==> src/rtl/sfwd_pkg.sv <==
package sfwd_pkg;
  localparam int unsigned SFWD_LINE_BYTES = 16;
  localparam int unsigned SFWD_BYTE_W     = 8;
  typedef logic [SFWD_BYTE_W-1:0] sfwd_byte_t;
endpackage

==> src/rtl/sfwd_entry_store.sv <==
module sfwd_entry_store
  import sfwd_pkg::*;
#(
  parameter int unsigned DEPTH = 8,
  parameter int unsigned VA_W  = 39,
  parameter int unsigned PA_W  = 36,
  parameter int unsigned BYTES = SFWD_LINE_BYTES,
  localparam int unsigned IDX_W = $clog2(DEPTH),
  localparam int unsigned DW    = BYTES*SFWD_BYTE_W
) (
  input  logic             clk,
  input  logic             rst_n,
  input  logic             alloc_en,
  input  logic [IDX_W-1:0] alloc_idx,
  input  logic             addr_en,
  input  logic [IDX_W-1:0] addr_idx,
  input  logic [VA_W-1:0]  addr_vaddr,
  input  logic [PA_W-1:0]  addr_paddr,
  input  logic [BYTES-1:0] addr_mask,
  input  logic             data_en,
  input  logic [IDX_W-1:0] data_idx,
  input  logic [DW-1:0]    data_bytes,
  output logic [DEPTH-1:0] e_alloc,
  output logic [DEPTH-1:0] e_addr_ok,
  output logic [DEPTH-1:0] e_data_ok,
  output logic [VA_W-1:0]  e_vaddr [DEPTH],
  output logic [PA_W-1:0]  e_paddr [DEPTH],
  output logic [BYTES-1:0] e_mask  [DEPTH],
  output logic [DW-1:0]    e_data  [DEPTH]
);
  logic [DEPTH-1:0] alloc_nxt, addr_ok_nxt, data_ok_nxt;

  // flag next state: allocation clears, fills in the same cycle set
  always_comb begin
    alloc_nxt   = e_alloc;
    addr_ok_nxt = e_addr_ok;
    data_ok_nxt = e_data_ok;
    if (alloc_en) begin
      alloc_nxt[alloc_idx]   = 1'b1;
      addr_ok_nxt[alloc_idx] = 1'b0;
      data_ok_nxt[alloc_idx] = 1'b0;
    end
    if (addr_en) addr_ok_nxt[addr_idx] = 1'b1;
    if (data_en) data_ok_nxt[data_idx] = 1'b1;
  end

  always_ff @(posedge clk or negedge rst_n) begin
    if (!rst_n) begin
      e_alloc   <= '0;
      e_addr_ok <= '0;
      e_data_ok <= '0;
    end else begin
      e_alloc   <= alloc_nxt;
      e_addr_ok <= addr_ok_nxt;
      e_data_ok <= data_ok_nxt;
    end
  end

  // payload: no reset, qualified by the flags
  for (genvar i = 0; i < DEPTH; i++) begin : g_ent
    logic addr_we, data_we;
    assign addr_we = addr_en && (addr_idx == IDX_W'(i));
    assign data_we = data_en && (data_idx == IDX_W'(i));

    always_ff @(posedge clk) begin
      if (addr_we) begin
        e_vaddr[i] <= addr_vaddr;
        e_paddr[i] <= addr_paddr;
        e_mask[i]  <= addr_mask;
      end
    end

    always_ff @(posedge clk) begin
      if (data_we) e_data[i] <= data_bytes;
    end
  end
endmodule

==> src/rtl/sfwd_match.sv <==
module sfwd_match
  import sfwd_pkg::*;
#(
  parameter int unsigned DEPTH = 8,
  parameter int unsigned VA_W  = 39,
  parameter int unsigned PA_W  = 36,
  parameter int unsigned BYTES = SFWD_LINE_BYTES,
  localparam int unsigned OFF_W = $clog2(BYTES)
) (
  input  logic             q_valid,
  input  logic [VA_W-1:0]  q_vaddr,
  input  logic [PA_W-1:0]  q_paddr,
  input  logic [BYTES-1:0] q_mask,
  input  logic [DEPTH-1:0] q_older,
  input  logic [DEPTH-1:0] e_alloc,
  input  logic [DEPTH-1:0] e_addr_ok,
  input  logic [VA_W-1:0]  e_vaddr [DEPTH],
  input  logic [PA_W-1:0]  e_paddr [DEPTH],
  input  logic [BYTES-1:0] e_mask  [DEPTH],
  output logic [BYTES-1:0] pa_hit  [DEPTH],
  output logic [DEPTH-1:0] alias_hit,
  output logic [DEPTH-1:0] unk_addr
);
  for (genvar i = 0; i < DEPTH; i++) begin : g_cmp
    logic cand, known, va_eq, pa_eq;
    logic [BYTES-1:0] overlap;

    assign cand    = q_valid && q_older[i] && e_alloc[i];
    assign known   = cand && e_addr_ok[i];
    assign va_eq   = (e_vaddr[i][VA_W-1:OFF_W] == q_vaddr[VA_W-1:OFF_W]);
    assign pa_eq   = (e_paddr[i][PA_W-1:OFF_W] == q_paddr[PA_W-1:OFF_W]);
    assign overlap = e_mask[i] & q_mask;

    assign pa_hit[i]    = (known && pa_eq) ? overlap : '0;
    assign alias_hit[i] = known && (va_eq != pa_eq) && (|overlap);
    assign unk_addr[i]  = cand && !e_addr_ok[i];
  end
endmodule

==> src/rtl/sfwd_select.sv <==
module sfwd_select
  import sfwd_pkg::*;
#(
  parameter int unsigned DEPTH = 8,
  parameter int unsigned BYTES = SFWD_LINE_BYTES,
  localparam int unsigned IDX_W = $clog2(DEPTH),
  localparam int unsigned DW    = BYTES*SFWD_BYTE_W
) (
  input  logic [IDX_W-1:0] q_pos,
  input  logic [BYTES-1:0] pa_hit  [DEPTH],
  input  logic [DEPTH-1:0] alias_hit,
  input  logic [DEPTH-1:0] unk_addr,
  input  logic [DEPTH-1:0] e_data_ok,
  input  logic [DW-1:0]    e_data  [DEPTH],
  output logic [BYTES-1:0] fwd_mask,
  output logic [DW-1:0]    fwd_data,
  output logic             data_inv,
  output logic [IDX_W-1:0] data_inv_idx,
  output logic             addr_inv,
  output logic [IDX_W-1:0] addr_inv_idx,
  output logic             match_inv
);
  // nearest set bit walking backward from the load position
  function automatic logic [IDX_W-1:0] pick_nearest(input logic [DEPTH-1:0] v,
                                                    input logic [IDX_W-1:0] pos);
    logic [IDX_W-1:0] r, k;
    r = '0;
    for (int d = DEPTH; d >= 1; d--) begin
      k = pos - IDX_W'(d);
      if (v[k]) r = k;
    end
    return r;
  endfunction

  logic [DEPTH-1:0] owner_oh [BYTES];
  logic [DEPTH-1:0] pend_ent;

  for (genvar b = 0; b < BYTES; b++) begin : g_byte
    logic [DEPTH-1:0] col;
    always_comb begin
      for (int i = 0; i < DEPTH; i++) col[i] = pa_hit[i][b];
    end

    always_comb begin
      owner_oh[b] = '0;
      if (|col) owner_oh[b][pick_nearest(col, q_pos)] = 1'b1;
    end

    always_comb begin
      fwd_mask[b] = |(owner_oh[b] & e_data_ok);
      fwd_data[b*SFWD_BYTE_W +: SFWD_BYTE_W] = '0;
      for (int i = 0; i < DEPTH; i++) begin
        if (owner_oh[b][i] && e_data_ok[i])
          fwd_data[b*SFWD_BYTE_W +: SFWD_BYTE_W] = e_data[i][b*SFWD_BYTE_W +: SFWD_BYTE_W];
      end
    end
  end

  always_comb begin
    pend_ent = '0;
    for (int b = 0; b < BYTES; b++) pend_ent |= owner_oh[b] & ~e_data_ok;
  end

  assign data_inv     = |pend_ent;
  assign data_inv_idx = pick_nearest(pend_ent, q_pos);
  assign addr_inv     = |unk_addr;
  assign addr_inv_idx = pick_nearest(unk_addr, q_pos);
  assign match_inv    = |alias_hit;
endmodule

==> src/rtl/sfwd_forward_lookup.sv <==
module sfwd_forward_lookup
  import sfwd_pkg::*;
#(
  parameter int unsigned DEPTH = 8,
  parameter int unsigned VA_W  = 39,
  parameter int unsigned PA_W  = 36,
  parameter int unsigned BYTES = SFWD_LINE_BYTES,
  localparam int unsigned IDX_W = $clog2(DEPTH),
  localparam int unsigned DW    = BYTES*SFWD_BYTE_W
) (
  input  logic             clk,
  input  logic             rst_n,
  input  logic             alloc_en,
  input  logic [IDX_W-1:0] alloc_idx,
  input  logic             addr_en,
  input  logic [IDX_W-1:0] addr_idx,
  input  logic [VA_W-1:0]  addr_vaddr,
  input  logic [PA_W-1:0]  addr_paddr,
  input  logic [BYTES-1:0] addr_mask,
  input  logic             data_en,
  input  logic [IDX_W-1:0] data_idx,
  input  logic [DW-1:0]    data_bytes,
  input  logic             q_valid,
  input  logic [VA_W-1:0]  q_vaddr,
  input  logic [PA_W-1:0]  q_paddr,
  input  logic [BYTES-1:0] q_mask,
  input  logic [DEPTH-1:0] q_older,
  input  logic [IDX_W-1:0] q_pos,
  output logic [BYTES-1:0] s1_fwd_mask,
  output logic             s1_data_inv_fast,
  output logic [BYTES-1:0] s2_fwd_mask,
  output logic [DW-1:0]    s2_fwd_data,
  output logic             s2_data_inv,
  output logic [IDX_W-1:0] s2_data_inv_idx,
  output logic             s2_addr_inv,
  output logic [IDX_W-1:0] s2_addr_inv_idx,
  output logic             s2_match_inv
);
  typedef struct packed {
    logic [BYTES-1:0] mask;
    logic [DW-1:0]    data;
    logic             dinv;
    logic [IDX_W-1:0] dinv_idx;
    logic             ainv;
    logic [IDX_W-1:0] ainv_idx;
    logic             minv;
  } stage_t;

  logic [DEPTH-1:0] e_alloc, e_addr_ok, e_data_ok;
  logic [VA_W-1:0]  e_vaddr [DEPTH];
  logic [PA_W-1:0]  e_paddr [DEPTH];
  logic [BYTES-1:0] e_mask  [DEPTH];
  logic [DW-1:0]    e_data  [DEPTH];
  logic [BYTES-1:0] pa_hit  [DEPTH];
  logic [DEPTH-1:0] alias_hit, unk_addr;
  stage_t           lookup;

  sfwd_entry_store #(.DEPTH(DEPTH), .VA_W(VA_W), .PA_W(PA_W), .BYTES(BYTES)) u_store (
    .clk(clk), .rst_n(rst_n),
    .alloc_en(alloc_en), .alloc_idx(alloc_idx),
    .addr_en(addr_en), .addr_idx(addr_idx), .addr_vaddr(addr_vaddr),
    .addr_paddr(addr_paddr), .addr_mask(addr_mask),
    .data_en(data_en), .data_idx(data_idx), .data_bytes(data_bytes),
    .e_alloc(e_alloc), .e_addr_ok(e_addr_ok), .e_data_ok(e_data_ok),
    .e_vaddr(e_vaddr), .e_paddr(e_paddr), .e_mask(e_mask), .e_data(e_data)
  );

  sfwd_match #(.DEPTH(DEPTH), .VA_W(VA_W), .PA_W(PA_W), .BYTES(BYTES)) u_match (
    .q_valid(q_valid), .q_vaddr(q_vaddr), .q_paddr(q_paddr), .q_mask(q_mask),
    .q_older(q_older), .e_alloc(e_alloc), .e_addr_ok(e_addr_ok),
    .e_vaddr(e_vaddr), .e_paddr(e_paddr), .e_mask(e_mask),
    .pa_hit(pa_hit), .alias_hit(alias_hit), .unk_addr(unk_addr)
  );

  sfwd_select #(.DEPTH(DEPTH), .BYTES(BYTES)) u_select (
    .q_pos(q_pos), .pa_hit(pa_hit), .alias_hit(alias_hit), .unk_addr(unk_addr),
    .e_data_ok(e_data_ok), .e_data(e_data),
    .fwd_mask(lookup.mask), .fwd_data(lookup.data),
    .data_inv(lookup.dinv), .data_inv_idx(lookup.dinv_idx),
    .addr_inv(lookup.ainv), .addr_inv_idx(lookup.ainv_idx),
    .match_inv(lookup.minv)
  );

  // two result stages with explicit clock enables
  stage_t s1_q, s1_nxt, s2_q, s2_nxt;
  logic   s1_vld, s2_vld, s1_en, s2_en;

  assign s1_en = q_valid | s1_vld;
  assign s2_en = s1_vld  | s2_vld;

  always_comb begin
    s1_nxt = s1_q;
    s2_nxt = s2_q;
    if (s1_en) s1_nxt = lookup;
    if (s2_en) s2_nxt = s1_q;
  end

  always_ff @(posedge clk or negedge rst_n) begin
    if (!rst_n) begin
      s1_q   <= '0;
      s2_q   <= '0;
      s1_vld <= 1'b0;
      s2_vld <= 1'b0;
    end else begin
      s1_q   <= s1_nxt;
      s2_q   <= s2_nxt;
      s1_vld <= q_valid;
      s2_vld <= s1_vld;
    end
  end

  assign s1_fwd_mask      = s1_q.mask;
  assign s1_data_inv_fast = s1_q.dinv;
  assign s2_fwd_mask      = s2_q.mask;
  assign s2_fwd_data      = s2_q.data;
  assign s2_data_inv      = s2_q.dinv;
  assign s2_data_inv_idx  = s2_q.dinv_idx;
  assign s2_addr_inv      = s2_q.ainv;
  assign s2_addr_inv_idx  = s2_q.ainv_idx;
  assign s2_match_inv     = s2_q.minv;
endmodule

==> config.mk <==
export PLATFORM = sky130hd
export DESIGN_NAME = sfwd_forward_lookup
export DESIGN_NICKNAME = d
export VERILOG_FILES = /design/src/rtl/sfwd_pkg.sv /design/src/rtl/sfwd_entry_store.sv /design/src/rtl/sfwd_match.sv /design/src/rtl/sfwd_select.sv /design/src/rtl/sfwd_forward_lookup.sv
export SDC_FILE = /design/constraint.sdc
export NUM_CORES = 2
export LEC_CHECK = 0
export ABC_CLOCK_PERIOD_IN_PS = 7800
export BUFFER_PORTS_ARGS = -buffer_cell sky130_fd_sc_hd__buf_4
export CAP_MARGIN = 15
export CORE_MARGIN = 2
export CORE_UTILIZATION = 55
export DETAILED_ROUTE_END_ITERATION = 8
export PLACE_DENSITY = 0.83
export RECOVER_POWER = 25
export SYNTH_ARGS = -nofsm -noshare
export SYNTH_HDL_FRONTEND = slang
export SYNTH_HIERARCHICAL = 1
export SYNTH_SLANG_ARGS = --single-unit
export TNS_END_PERCENT = 5
==> constraint.sdc <==
create_clock -name clk -period 7.8 [get_ports clk]
set_input_delay 0.78 -clock clk [delete_from_list [all_inputs] [get_ports clk]]
set_output_delay 0.78 -clock clk [all_outputs]
set_load 0.005 [all_outputs]
==> impl_summary.log <==
[metrics] first-iteration detailed-routing DRC count: 11390
[metrics] max-capacitance violation count: 0
[metrics] utilization after layout: 63.57%
[metrics] detail-routed net length per standard cell: between 30 and 40 µm
[metrics] number of buffers added by the clock tree synthesis step: about 190
[metrics] multi-input combinational cell area: approximately 0.036 mm²
[metrics] share of final-layout standard cells stronger than drive strength 1: a little under a quarter
[metrics] netlist area before placement: between 0.09 and 0.1 mm²
[metrics] fin. max-slew vios: 0
[metrics] type of the setup path with the least slack: reg -> reg
[metrics] startpoint types: flop
[metrics] layout filler cell count: between 10000 and 15000
[metrics] weighted congestion reported at the end of routability-driven placement: ~1.0
[metrics] sequential cell area: 0.05900 mm²
[metrics] net count after synthesis: 7244
[metrics] row count: approximately 150
[metrics] Crit path arrival time: 8240 ps
[metrics] HPWL reported at the end of detailed placement: roughly 210 mm
[metrics] total I/O pin count: slightly above 500
[metrics] timing-limited maximum frequency: around 130 MHz
[metrics] most frequent cells in the layout: edfxtp_1 (1688), buf_4 (873), xor2_1 (512)
[metrics] core area: between 0.15 and 0.2 mm²
[metrics] most used routing layer in global routing: met2
[metrics] number of cells produced by synthesis: slightly below 7000
[metrics] Leak Pwr: 41.08 nW
[metrics] Peak VDD IR: approximately 0.25 mV
[metrics] count of final hold-check violations: 0
[metrics] antenna violations before repair: slightly above 80
[metrics] Via Count: 70280
[metrics] number of sinks on the clock net: between 2000 and 2500
[metrics] tightest slew margin relative to the limit: between 10% and 20%
[metrics] setup repair after global routing missed its margin: false
[metrics] reg-to-reg setup timing slack: around 320 ps
[metrics] TritonCTS clock tree: done
[metrics] final setup slack of the worst path: 319.2 ps
[metrics] pin count of the biggest net entering global routing: between 150 and 200
[metrics] power density over the cells: approximately 220 mW/mm²
[metrics] number of vias per cell: a little under 7
[metrics] GR Util met3: 8.128%
[metrics] Worst Path Required: between 8000 and 9000 ps
[metrics] actual transition at the worst max-transition pin: roughly 1300 ps
[metrics] deepest level of the CTS H-tree: 4
[metrics] per-instance average area after synthesis: around 14 µm²
[metrics] final setup vio count: 0
[metrics] most common cell after layout, fill and taps aside: edfxtp_1
[metrics] Reg clk slew, reported paths: around 60 ps
[metrics] Setup WS pre-CTS: -121.0 ps
[metrics] worst setup skew after layout: about 80 ps
[metrics] CP Max Fanout: 15
[metrics] clock period minus worst slack: between 7000 and 8000 ps
[metrics] final WL: 319.1 mm
[metrics] Setup crit end kind: flop
[metrics] clock latency at the later pin of the worst-skew pair: 900 ps
[metrics] post-CTS setup buffer count: 0
[metrics] post-route DRC violation count: 2
[metrics] global routing met2 resource utilization: between 50% and 60%
[metrics] height of the chip: about 420 µm
[metrics] met1 demand-to-capacity share in global routing: 43.23%
[metrics] Clock Root Buffer: clkbuf_16
[metrics] Max clock buf depth: 3
[metrics] Yosys warning total: 6
[metrics] count of input and output buffers: ~490
[metrics] vias in the first global route: around 69000
[metrics] final-stage net count: between 8000 and 9000
[metrics] run status: finished, violations left
[metrics] Worst Hold Class: in -> reg
[metrics] initial cell density of the core: approximately 55%
[metrics] period utilisation layout: between 90% and 100%
[metrics] Global Route Usage Sum: between 30% and 40%
[metrics] post-detailed-placement cell area: 0.1060 mm²
[metrics] Setup TNS Final: 0 ps
[metrics] Min Hold Slack: around 170 ps
[metrics] area of the die: 0.1805 mm²
[metrics] failing checks: design-rule violations
[metrics] area of all placed cells without fillers: between 0.1 and 0.15 mm²
[metrics] global-route wire length before repair: approximately 460 mm
[metrics] number of iterations in the first detailed-routing pass: 9
[metrics] Area growth, synth to finish: 14.96%
[metrics] number of nets still failing antenna checks after routing: 0
[metrics] leftover overflow at the end of global routing: 0
[metrics] Die Wd: around 420 µm
-- per-stage QoR --
stage	std cells	total power (W)
finish	10230	0.02458
global route	10220	0.02515
CTS	10170	0.02457
detailed placement	9812	0.01536
global placement	9811	0.01525
floorplan	6906	0.01408
-- layout make-up --
| class | instances | area share, % |
|---|---|---|
| inverter | 63 | 0.2134 |
| multi-input combinational | 4324 | 31.73 |
| tap | 2340 | 2.615 |
| antenna | 58 | 0.1296 |
| clock buffer | 253 | 4.728 |
| clock inverter | 99 | 0.9454 |
| timing repair buffer | 1068 | 6.948 |
| sequential | 2020 | 52.69 |
-- per-layer routing --
layer | routed length, µm | vias to the layer above
li1 | - | 28840
met1 | 110000 | 35080
met2 | 150100 | 5305
met3 | 36800 | 1018
met4 | 21920 | 48
met5 | 305 | -
-- worst max-delay path, cell delays in order, from the launching register on --
cell      delay, ps
edfxtp_1        380
xor2_1          150
nor4_1          560
buf_4           210
nand4_1         210
nor2_2          300
nand3_4         290
nor2_1          320
mux2i_1         120
mux4_2          580
o311a_1         170
o32ai_1         360
nor2_1          250
nor4_2          890
a221oi_1        220
and4_1          310
a31oi_2         400
buf_4           210
a22o_1          200
o31a_1          170
o311ai_0        150
buf_4           220
a31oi_1         160
a22oi_1          80
buf_4           160
mux2_2          250
-- final timing paths --
kind / end / cells after the start / startpoint
min: u_store/e_vaddr[261] / 1 / addr_vaddr[27]
max: s1_q[7] / 25 / u_store/e_paddr[195]
min reg2reg: u_store/e_alloc[3] / 1 / u_store/e_alloc[3]
max reg2reg: s1_q[7] / 25 / u_store/e_paddr[195]
max in group asynchronous: s2_fwd_data[15] / 3 / rst_n
min in group asynchronous: s2_fwd_data[111] / 2 / rst_n
-- timing repair --
item / 4_1_cts / 5_1_grt
hold endpoints to repair: 78 / 0
resized for setup: 0 / 1
setup endpoints to repair: 0 / 1
hold buffers: 1 / 0
-- power breakdown --
group          switching (W)  internal, W  total [W]
clock network        0.00410      0.00525    0.00934
registers           0.000319       0.0122     0.0126
logic                0.00166      0.00103    0.00268
total                0.00607       0.0185     0.0246
-- registers in the layout (all words and copies together), names as in the netlist, 3 cells and up --
| name | flops |
|---|---|
| s1_fwd_mask | 16 |
| s1_q | 136 |
| s2_addr_inv_idx | 3 |
| s2_data_inv_idx | 3 |
| s2_fwd_data | 128 |
| s2_fwd_mask | 16 |
| u_store/e_addr_ok | 8 |
| u_store/e_alloc | 8 |
| u_store/e_data | 1024 |
| u_store/e_data_ok | 8 |
| u_store/e_mask | 128 |
| u_store/e_paddr | 256 |
| u_store/e_vaddr | 280 |
Power figures use the tool's default switching activity.
